File: src/rtl/trap_pkg.sv
package trap_pkg;

    typedef enum logic [1:0] {
        VEC_RESET = 2'd0,
        VEC_ERROR = 2'd1,
        VEC_XOVF  = 2'd2
    } trap_vec_e;

    typedef enum logic {
        ST_BOOT = 1'b0,
        ST_RUN  = 1'b1
    } ctl_state_e;

endpackage

File: src/rtl/trap_edge_sync.sv
module trap_edge_sync #(
    parameter int SYNC_STAGES = 2
) (
    input  logic clk,
    input  logic pin_n,
    output logic rise_o
);
    localparam int LAST = SYNC_STAGES - 1;

    logic [SYNC_STAGES-1:0] sync_q;
    logic                   prev_q;

    generate
        if (SYNC_STAGES == 1) begin : g_single
            always_ff @(posedge clk or negedge pin_n) begin
                if (!pin_n) sync_q <= '0;
                else        sync_q <= 1'b1;
            end
        end else begin : g_chain
            always_ff @(posedge clk or negedge pin_n) begin
                if (!pin_n) sync_q <= '0;
                else        sync_q <= {sync_q[SYNC_STAGES-2:0], 1'b1};
            end
        end
    endgenerate

    always_ff @(posedge clk or negedge pin_n) begin
        if (!pin_n) prev_q <= 1'b0;
        else        prev_q <= sync_q[LAST];
    end

    assign rise_o = sync_q[LAST] & ~prev_q;
endmodule

File: src/rtl/trap_ovf_pend.sv
module trap_ovf_pend (
    input  logic clk,
    input  logic arst_n,
    input  logic ovf_now_i,
    input  logic take_i,
    input  logic clear_i,
    output logic pend_o
);
    logic pend_q;
    logic pend_d;

    always_comb begin
        if (clear_i)     pend_d = 1'b0;
        else if (take_i) pend_d = pend_q & ovf_now_i;
        else             pend_d = pend_q | ovf_now_i;
    end

    always_ff @(posedge clk or negedge arst_n) begin
        if (!arst_n) pend_q <= 1'b0;
        else         pend_q <= pend_d;
    end

    assign pend_o = pend_q;
endmodule

File: src/rtl/trap_ctl_regs.sv
module trap_ctl_regs #(
    parameter int REG_W   = 32,
    parameter int OVF_BIT = 16
) (
    input  logic             clk,
    input  logic             arst_n,
    input  logic             set_all_i,
    input  logic             wr_en_i,
    input  logic [REG_W-1:0] wr_data_i,
    output logic [REG_W-1:0] bcr_o,
    output logic [REG_W-1:0] fcr_o,
    output logic [REG_W-1:0] mcr_o,
    output logic             ovf_en_o
);
    localparam logic [REG_W-1:0] ALL_ONES = {REG_W{1'b1}};

    logic [REG_W-1:0] bcr_q;
    logic [REG_W-1:0] fcr_q;
    logic [REG_W-1:0] mcr_q;

    always_ff @(posedge clk or negedge arst_n) begin
        if (!arst_n) begin
            bcr_q <= ALL_ONES;
            mcr_q <= ALL_ONES;
        end else if (set_all_i) begin
            bcr_q <= ALL_ONES;
            mcr_q <= ALL_ONES;
        end
    end

    always_ff @(posedge clk or negedge arst_n) begin
        if (!arst_n)        fcr_q <= ALL_ONES;
        else if (set_all_i) fcr_q <= ALL_ONES;
        else if (wr_en_i)   fcr_q <= wr_data_i;
    end

    assign bcr_o    = bcr_q;
    assign fcr_o    = fcr_q;
    assign mcr_o    = mcr_q;
    assign ovf_en_o = ~fcr_q[OVF_BIT];
endmodule

File: src/rtl/trap_prio_ctrl.sv
module trap_prio_ctrl
    import trap_pkg::*;
#(
    parameter int REG_W       = 32,
    parameter int OVF_BIT     = 16,
    parameter int ERR_LINES   = 4,
    parameter int SYNC_STAGES = 2
) (
    input  logic                 clk,
    input  logic                 rst_pin_n,
    input  logic                 wdog_ovr_i,
    input  logic [ERR_LINES-1:0] err_req_i,
    input  logic                 xovf_req_i,
    input  logic                 lock_i,
    input  logic                 fcr_we_i,
    input  logic [REG_W-1:0]     fcr_wdata_i,
    output logic                 trap_o,
    output logic [1:0]           vec_o,
    output logic                 flush_o,
    output logic [REG_W-1:0]     bcr_o,
    output logic [REG_W-1:0]     fcr_o,
    output logic [REG_W-1:0]     mcr_o
);
    ctl_state_e state_q;
    ctl_state_e state_d;

    logic      pin_rise;
    logic      rst_req;
    logic      err_any;
    logic      run;
    logic      ovf_en;
    logic      ovf_now;
    logic      pend;
    logic      clr_by_wr;
    logic      take_ovf;
    logic      trap_q;
    logic      flush_q;
    trap_vec_e vec_q;

    trap_edge_sync #(.SYNC_STAGES(SYNC_STAGES)) u_sync (
        .clk    (clk),
        .pin_n  (rst_pin_n),
        .rise_o (pin_rise)
    );

    // Request decode, evaluated in the decision cycle
    assign rst_req   = pin_rise | wdog_ovr_i;
    assign err_any   = |err_req_i;
    assign run       = (state_q == ST_RUN);
    assign ovf_now   = run & xovf_req_i & ovf_en;
    assign clr_by_wr = fcr_we_i & fcr_wdata_i[OVF_BIT];
    assign take_ovf  = run & (pend | ovf_now) & ~rst_req & ~err_any
                     & ~lock_i & ~clr_by_wr;

    trap_ovf_pend u_pend (
        .clk       (clk),
        .arst_n    (rst_pin_n),
        .ovf_now_i (ovf_now),
        .take_i    (take_ovf),
        .clear_i   (rst_req | clr_by_wr),
        .pend_o    (pend)
    );

    trap_ctl_regs #(.REG_W(REG_W), .OVF_BIT(OVF_BIT)) u_regs (
        .clk       (clk),
        .arst_n    (rst_pin_n),
        .set_all_i (rst_req),
        .wr_en_i   (fcr_we_i),
        .wr_data_i (fcr_wdata_i),
        .bcr_o     (bcr_o),
        .fcr_o     (fcr_o),
        .mcr_o     (mcr_o),
        .ovf_en_o  (ovf_en)
    );

    // Next-state: boot_done on the first reset trap
    always_comb begin
        state_d = state_q;
        unique case (state_q)
            ST_BOOT: if (rst_req) state_d = ST_RUN;
            ST_RUN:  state_d = ST_RUN;
        endcase
    end

    // State register
    always_ff @(posedge clk or negedge rst_pin_n) begin
        if (!rst_pin_n) state_q <= ST_BOOT;
        else            state_q <= state_d;
    end

    // Output register: one trap per cycle, fixed priority
    always_ff @(posedge clk or negedge rst_pin_n) begin
        if (!rst_pin_n) begin
            trap_q  <= 1'b0;
            flush_q <= 1'b0;
            vec_q   <= VEC_RESET;
        end else begin
            flush_q <= rst_req;
            if (rst_req) begin
                trap_q <= 1'b1;
                vec_q  <= VEC_RESET;
            end else if (run && err_any) begin
                trap_q <= 1'b1;
                vec_q  <= VEC_ERROR;
            end else if (take_ovf) begin
                trap_q <= 1'b1;
                vec_q  <= VEC_XOVF;
            end else begin
                trap_q <= 1'b0;
                vec_q  <= VEC_RESET;
            end
        end
    end

    assign trap_o  = trap_q;
    assign flush_o = flush_q;
    assign vec_o   = vec_q;
endmodule

File: config.mk
export PLATFORM = sky130hd
export DESIGN_NAME = trap_prio_ctrl
export DESIGN_NICKNAME = d
export VERILOG_FILES = /design/src/rtl/trap_pkg.sv /design/src/rtl/trap_edge_sync.sv /design/src/rtl/trap_ovf_pend.sv /design/src/rtl/trap_ctl_regs.sv /design/src/rtl/trap_prio_ctrl.sv
export SDC_FILE = /design/constraint.sdc
export NUM_CORES = 1
export LEC_CHECK = 0
export BUFFER_PORTS_ARGS = -buffer_cell sky130_fd_sc_hd__buf_2
export CORE_ASPECT_RATIO = 0.9
export CORE_UTILIZATION = 45
export DETAILED_ROUTE_END_ITERATION = 10
export GPL_TIMING_DRIVEN = 0
export HOLD_SLACK_MARGIN = 0.05
export MAX_ROUTING_LAYER = met4
export PLACE_DENSITY = 0.86
export SLEW_MARGIN = 20
export SYNTH_ARGS = -nofsm -noshare
export SYNTH_HDL_FRONTEND = slang
export SYNTH_HIERARCHICAL = 1
export SYNTH_SLANG_ARGS = --single-unit
File: constraint.sdc
create_clock -name clk -period 2.55 [get_ports clk]
set_input_delay 0.1275 -clock clk [delete_from_list [all_inputs] [get_ports clk]]
set_output_delay 0.1275 -clock clk [all_outputs]
set_load 0.05 [all_outputs]
After elaboration in Yosys (flattened, before gate mapping) --
Cells that the tools add are included.
Word-level totals: register bits after elaboration 41, bits of input ports 42, word-level logic and storage cells 43, output and inout port bits 100
Operators by class: reductions and logical operators 3, bitwise logic cells 20, multiplexer cells 12
Operators with widths (number):
- 2-to-1 mux 32 bit | 2
- AND 1 bit | 10
- inverter 1 bit | 7
- 2-to-1 mux 1 bit | 6
- 2-to-1 mux 2 bit | 3
- OR reduction 4 bit | 1
- OR 1 bit | 3
- case mux 1 bit (2 select lines) | 1
- nonzero test 2 bit | 1
- logical AND 1 bit | 1

Longest topological paths before layout --
depth after elaboration 11, depth in mapped cells 6, gate-level depth less buffers 5

Hierarchy --
Netlist, hierarchy kept.
Modules (own cells, without submodules):
- trap_ctl_regs | times used 1, cells each 170, seq. area each 840.8 um^2, area an instance 1839.3 um^2
- trap_prio_ctrl | times used 1, cells each 21, seq. area each 125.1 um^2, area an instance 236.5 um^2
- trap_edge_sync | times used 1, cells each 5, seq. area each 75.1 um^2, area an instance 92.6 um^2
- trap_ovf_pend | times used 1, cells each 4, seq. area each 25.0 um^2, area an instance 41.3 um^2

Least setup slack after synthesis --
No wires, ideal clock.
path kind flip-flop to flip-flop, start reg u_sync.sync_q[1], end reg u_pend.pend_q (netlist: u_pend/pend_o), data arrival time 1.297 ns, library setup time 0.122 ns, data required time 2.428 ns, cell stages (with the launch flop) 6, path buffers 0, slack 1.130 ns, clock period less this slack 1.420 ns, cell sequence dfrtp_1 -> nor2b_4 -> or3b_1 -> nor4b_1 -> o21bai_1 -> a21oi_1
On the way: longest elaborated chain between the ends 9, elaborated cells on any way between the ends 10, classes of those cells 2 x mux; 8 x bitwise
Ends and longest elaborated chain:
- from (decl) | line trap_edge_sync.sv:10 | logic [SYNC_STAGES-1:0] sync_q;
- from (signal assigned) | line trap_edge_sync.sv:22 | else sync_q <= {sync_q[SYNC_STAGES-2:0], 1'b1};
- AND 1 bit | line trap_edge_sync.sv:32 | assign rise_o = sync_q[LAST] & ~prev_q;
- named net pin_rise | line trap_prio_ctrl.sv:27 | logic pin_rise;
- OR 1 bit | line trap_prio_ctrl.sv:47 | assign rst_req = pin_rise | wdog_ovr_i;
- inverter 1 bit | line trap_prio_ctrl.sv:52 | assign take_ovf = run & (pend | ovf_now) & ~rst_req & ~err_any
- AND 1 bit (2 in a row) | line trap_prio_ctrl.sv:52
- AND 1 bit (2 in a row) | line trap_prio_ctrl.sv:53 | & ~lock_i & ~clr_by_wr;
- named net take_ovf | line trap_prio_ctrl.sv:35 | logic take_ovf;
- 2-to-1 mux 1 bit | line trap_ovf_pend.sv:14 | else if (take_i) pend_d = pend_q & ovf_now_i;
- 2-to-1 mux 1 bit | line trap_ovf_pend.sv:13 | if (clear_i) pend_d = 1'b0;
- named net u_pend.pend_d | line trap_ovf_pend.sv:10 | logic pend_d;
- to (signal assigned) | line trap_ovf_pend.sv:20 | else pend_q <= pend_d;
- to (decl) | line trap_ovf_pend.sv:9 | logic pend_q;
The timed path passes the listed nets, and every way through them passes these cells. A chain may end at the register's enable or synchronous reset.

Worst setup path in the final report --
Ends and elaborated chain as after synthesis.

==> reports/results.tsv <==
metric	value	unit
Post-Syn Instances	200	
FF-to-FF setup slack	1.02	ns
peak supply drop	0.0003235	V
fillcell total	381	
First-pass DRT Iterations	3	
Max transition margin	44.35	%
Chip Height	68.48	um
IO Port Bufs	77	
final setup fails	0	
Slowest cell on crit path	dfrtp_1	
Antenna Cells	0	
Static Leak	1.562	nW
Skew-Pair Late Insertion Delay	0.28	ns
status	finished, final reports clean	
global route overflow	0	
Worst-Margin Slew	0.8348	ns
dpl hpwl	3.236	mm
CP endpoint kind	flop	
Design Power	1.750	mW
htree depth	2	
first-pass GRT wire length	5.685	mm
Period minus WS final	1.532	ns
Total GRT Usage	15.09	%
CTS buffer count	5	
DRC	0	
Area growth syn-to-layout	36.98	%
via count	1603	
gpl congestion	0.7647	
Netlist cell types	27	
Clock transition at path regs	0.08	ns
Synth warnings	6	
critical path class	reg2reg	
crit share post-route	60.09	%
WP buf/inv	0	
mapped cell area	2210	um2
WL final	4.137	mm
Multi-input gate area	819.5	um2
TNS Setup	0	ns
Avg Inst Size Synth	11.05	um2
Ports	142	
CTS root buf	clkbuf_8	
startpoint types	flop	
Critical Path, Cell by Cell	nor2b_4, or3b_1, nor4b_1, o21bai_1, a21oi_1	
Clock Sinks	41	
initial antenna violation count	0	
Site Rows	23	
Die X	75.87	um
Slew Viols, Final	0	
first-iteration detailed-routing DRC count	42	
critical path required time	2.72	ns
CP arrival	1.70	ns
Longest Clk Path Bufs	2	
Max Cap Viol	0	
Die Footprint	5195	um2
Worst Skew	0.006469	ns
FF+latch area	1066	um2
CP max stage delay	0.39	ns
CTS tree	done	
routed len/inst	10.07	um
fmax	652.6	MHz
largest net degree at the start of global routing	42	
PwrDens	578.0	nW/um2
Crit Path Max Fanout	3	
# nets final	390	
Vias/cell	3.900	
delay-heaviest family, CP	simple AND/OR/NAND/NOR gates	
RSZ-0062 raised after global routing	no	
sequential share of the synthesized area	48.24	%
via count of the first global-routing pass	1332	
Initial Utilization	48.29	%
# Post-CTS Setup Buffers	0	
Fin. Hold Viols	0	
Core Area	4576	um2
fraction of layout cells with a size suffix above 1	53.58	%
Routed Antenna Nets	0	
Seq cells post-synth	41	
HP Class	in2reg	
metal layers:
metal / global-route usage (%) / wire [um] / vias to the layer above
li1: - / - / 812
met1: 17.23 / 1686 / 712
met2: 25.77 / 2074 / 77
met3: 3.976 / 357 / 2
met4: 4.861 / 19 / 0
met5: - / 0 / -
kinds of logic (layout without fill, tap and decap cells):
kind of cell / Yosys count / in the layout / synth area share, %
mux: 31 / 31 / 14.04
simple gates: 45 / 45 / 9.797
other cells: 2 / 65 / 0.3399
compound gates: 7 / 7 / 2.209
buf+inv: 74 / 160 / 25.37
flops: 41 / 41 / 48.24
stage by stage:
| step | utilization, % | hold slack, ns | std cells | setup slack (ns) | instance area (um2) |
|---|---|---|---|---|---|
| 2_1_floorplan | - | -0.1681 | 263 | 1.130 | 2446 |
| 3_3_place_gp | 63.58 | 0.2753 | 402 | 1.034 | 2909 |
| 3_5_place_dp | 63.58 | 0.2769 | 402 | 1.022 | 2909 |
| 4_1_cts | 66.15 | 0.05162 | 411 | 0.9968 | 3027 |
| 5_1_grt | 66.15 | 0.05715 | 411 | 0.8722 | 3027 |
| 6_report | 66.15 | 0.06466 | 411 | 1.018 | 3027 |
placed cells by master (no fill, tap or decap), types with 2 or more instances in the layout:
cell type  netlist  routed
buf_8            3       3
nand2b_1         2       2
clkbuf_1         2       3
nor4b_1          2       2
mux2i_1         31      31
dfstp_2         32      32
buf_2            1      78
clkbuf_8         0       5
dfrtp_1          9       9
a21oi_1          2       2
buf_4           64      64
conb_1           2      65
nand2_1         33      33
inv_1            3       3
power by group:
part | switching, mW | internal (mW)
combinational | 0.395 | 0.152
sequential | 0.0139 | 0.699
clock | 0.199 | 0.290
total | 0.608 | 1.14
worst paths after layout:
| kind | from | endpoint | cells past startpoint |
|---|---|---|---|
| setup / recovery | u_sync/sync_q[1] | u_pend/pend_o | 5 |
| hold / removal | wdog_ovr_i | run | 2 |
| setup reg to reg | u_sync/sync_q[1] | u_pend/pend_o | 5 |
| hold reg to reg | u_sync/sync_q[0] | u_sync/sync_q[1] | 0 |
| max in group asynchronous | rst_pin_n | u_sync/sync_q[0] | 2 |
| min in group asynchronous | rst_pin_n | vec_o[0] | 2 |
cells in the mapped netlist (all sizes together):
master | count | area, um2
buf | 69 | 541.8
or3b | 1 | 8.760
mux2i | 31 | 310.3
a21oi | 2 | 10.01
inv | 3 | 11.26
and2 | 1 | 6.260
clkbuf | 2 | 7.510
a31oi | 1 | 6.260
o21bai | 1 | 7.510
dfstp | 32 | 840.8
or4 | 1 | 11.26
nor2 | 1 | 3.750
nor2b | 2 | 20.02
nor4b | 2 | 17.52
o41ai | 1 | 8.760
nand2 | 33 | 123.9
nand2b | 2 | 12.51
dfrtp | 9 | 225.2
o311ai | 1 | 8.760
o211ai | 1 | 7.510
or3 | 1 | 6.260
conb | 2 | 7.510
and3 | 1 | 6.260
sequential cells by signal, summed over array words and instances, names as in the netlist:
name,cells
flush_o,1
u_pend/pend_o,1
run,1
vec_o,2
u_sync/sync_q,2
trap_o,1
u_sync/prev_q,1
u_regs/fcr_o,32
final cells by class:
type	instances	area share (%)
inverter	3	0.3721
timing repair buffer	78	13.06
clock inverter	2	1.158
buffer	71	18.15
multi-input combinational	148	27.08
sequential	41	35.22
tap	62	2.563
clock buffer	6	2.398
what timing repair did:
item	in CTS	in global routing
setup endpoints to repair	0	0
gates resized for setup	0	0
hold endpoints to repair	9	0
hold buffers	1	0
No activity file was read; power rests on OpenSTA's default activity.
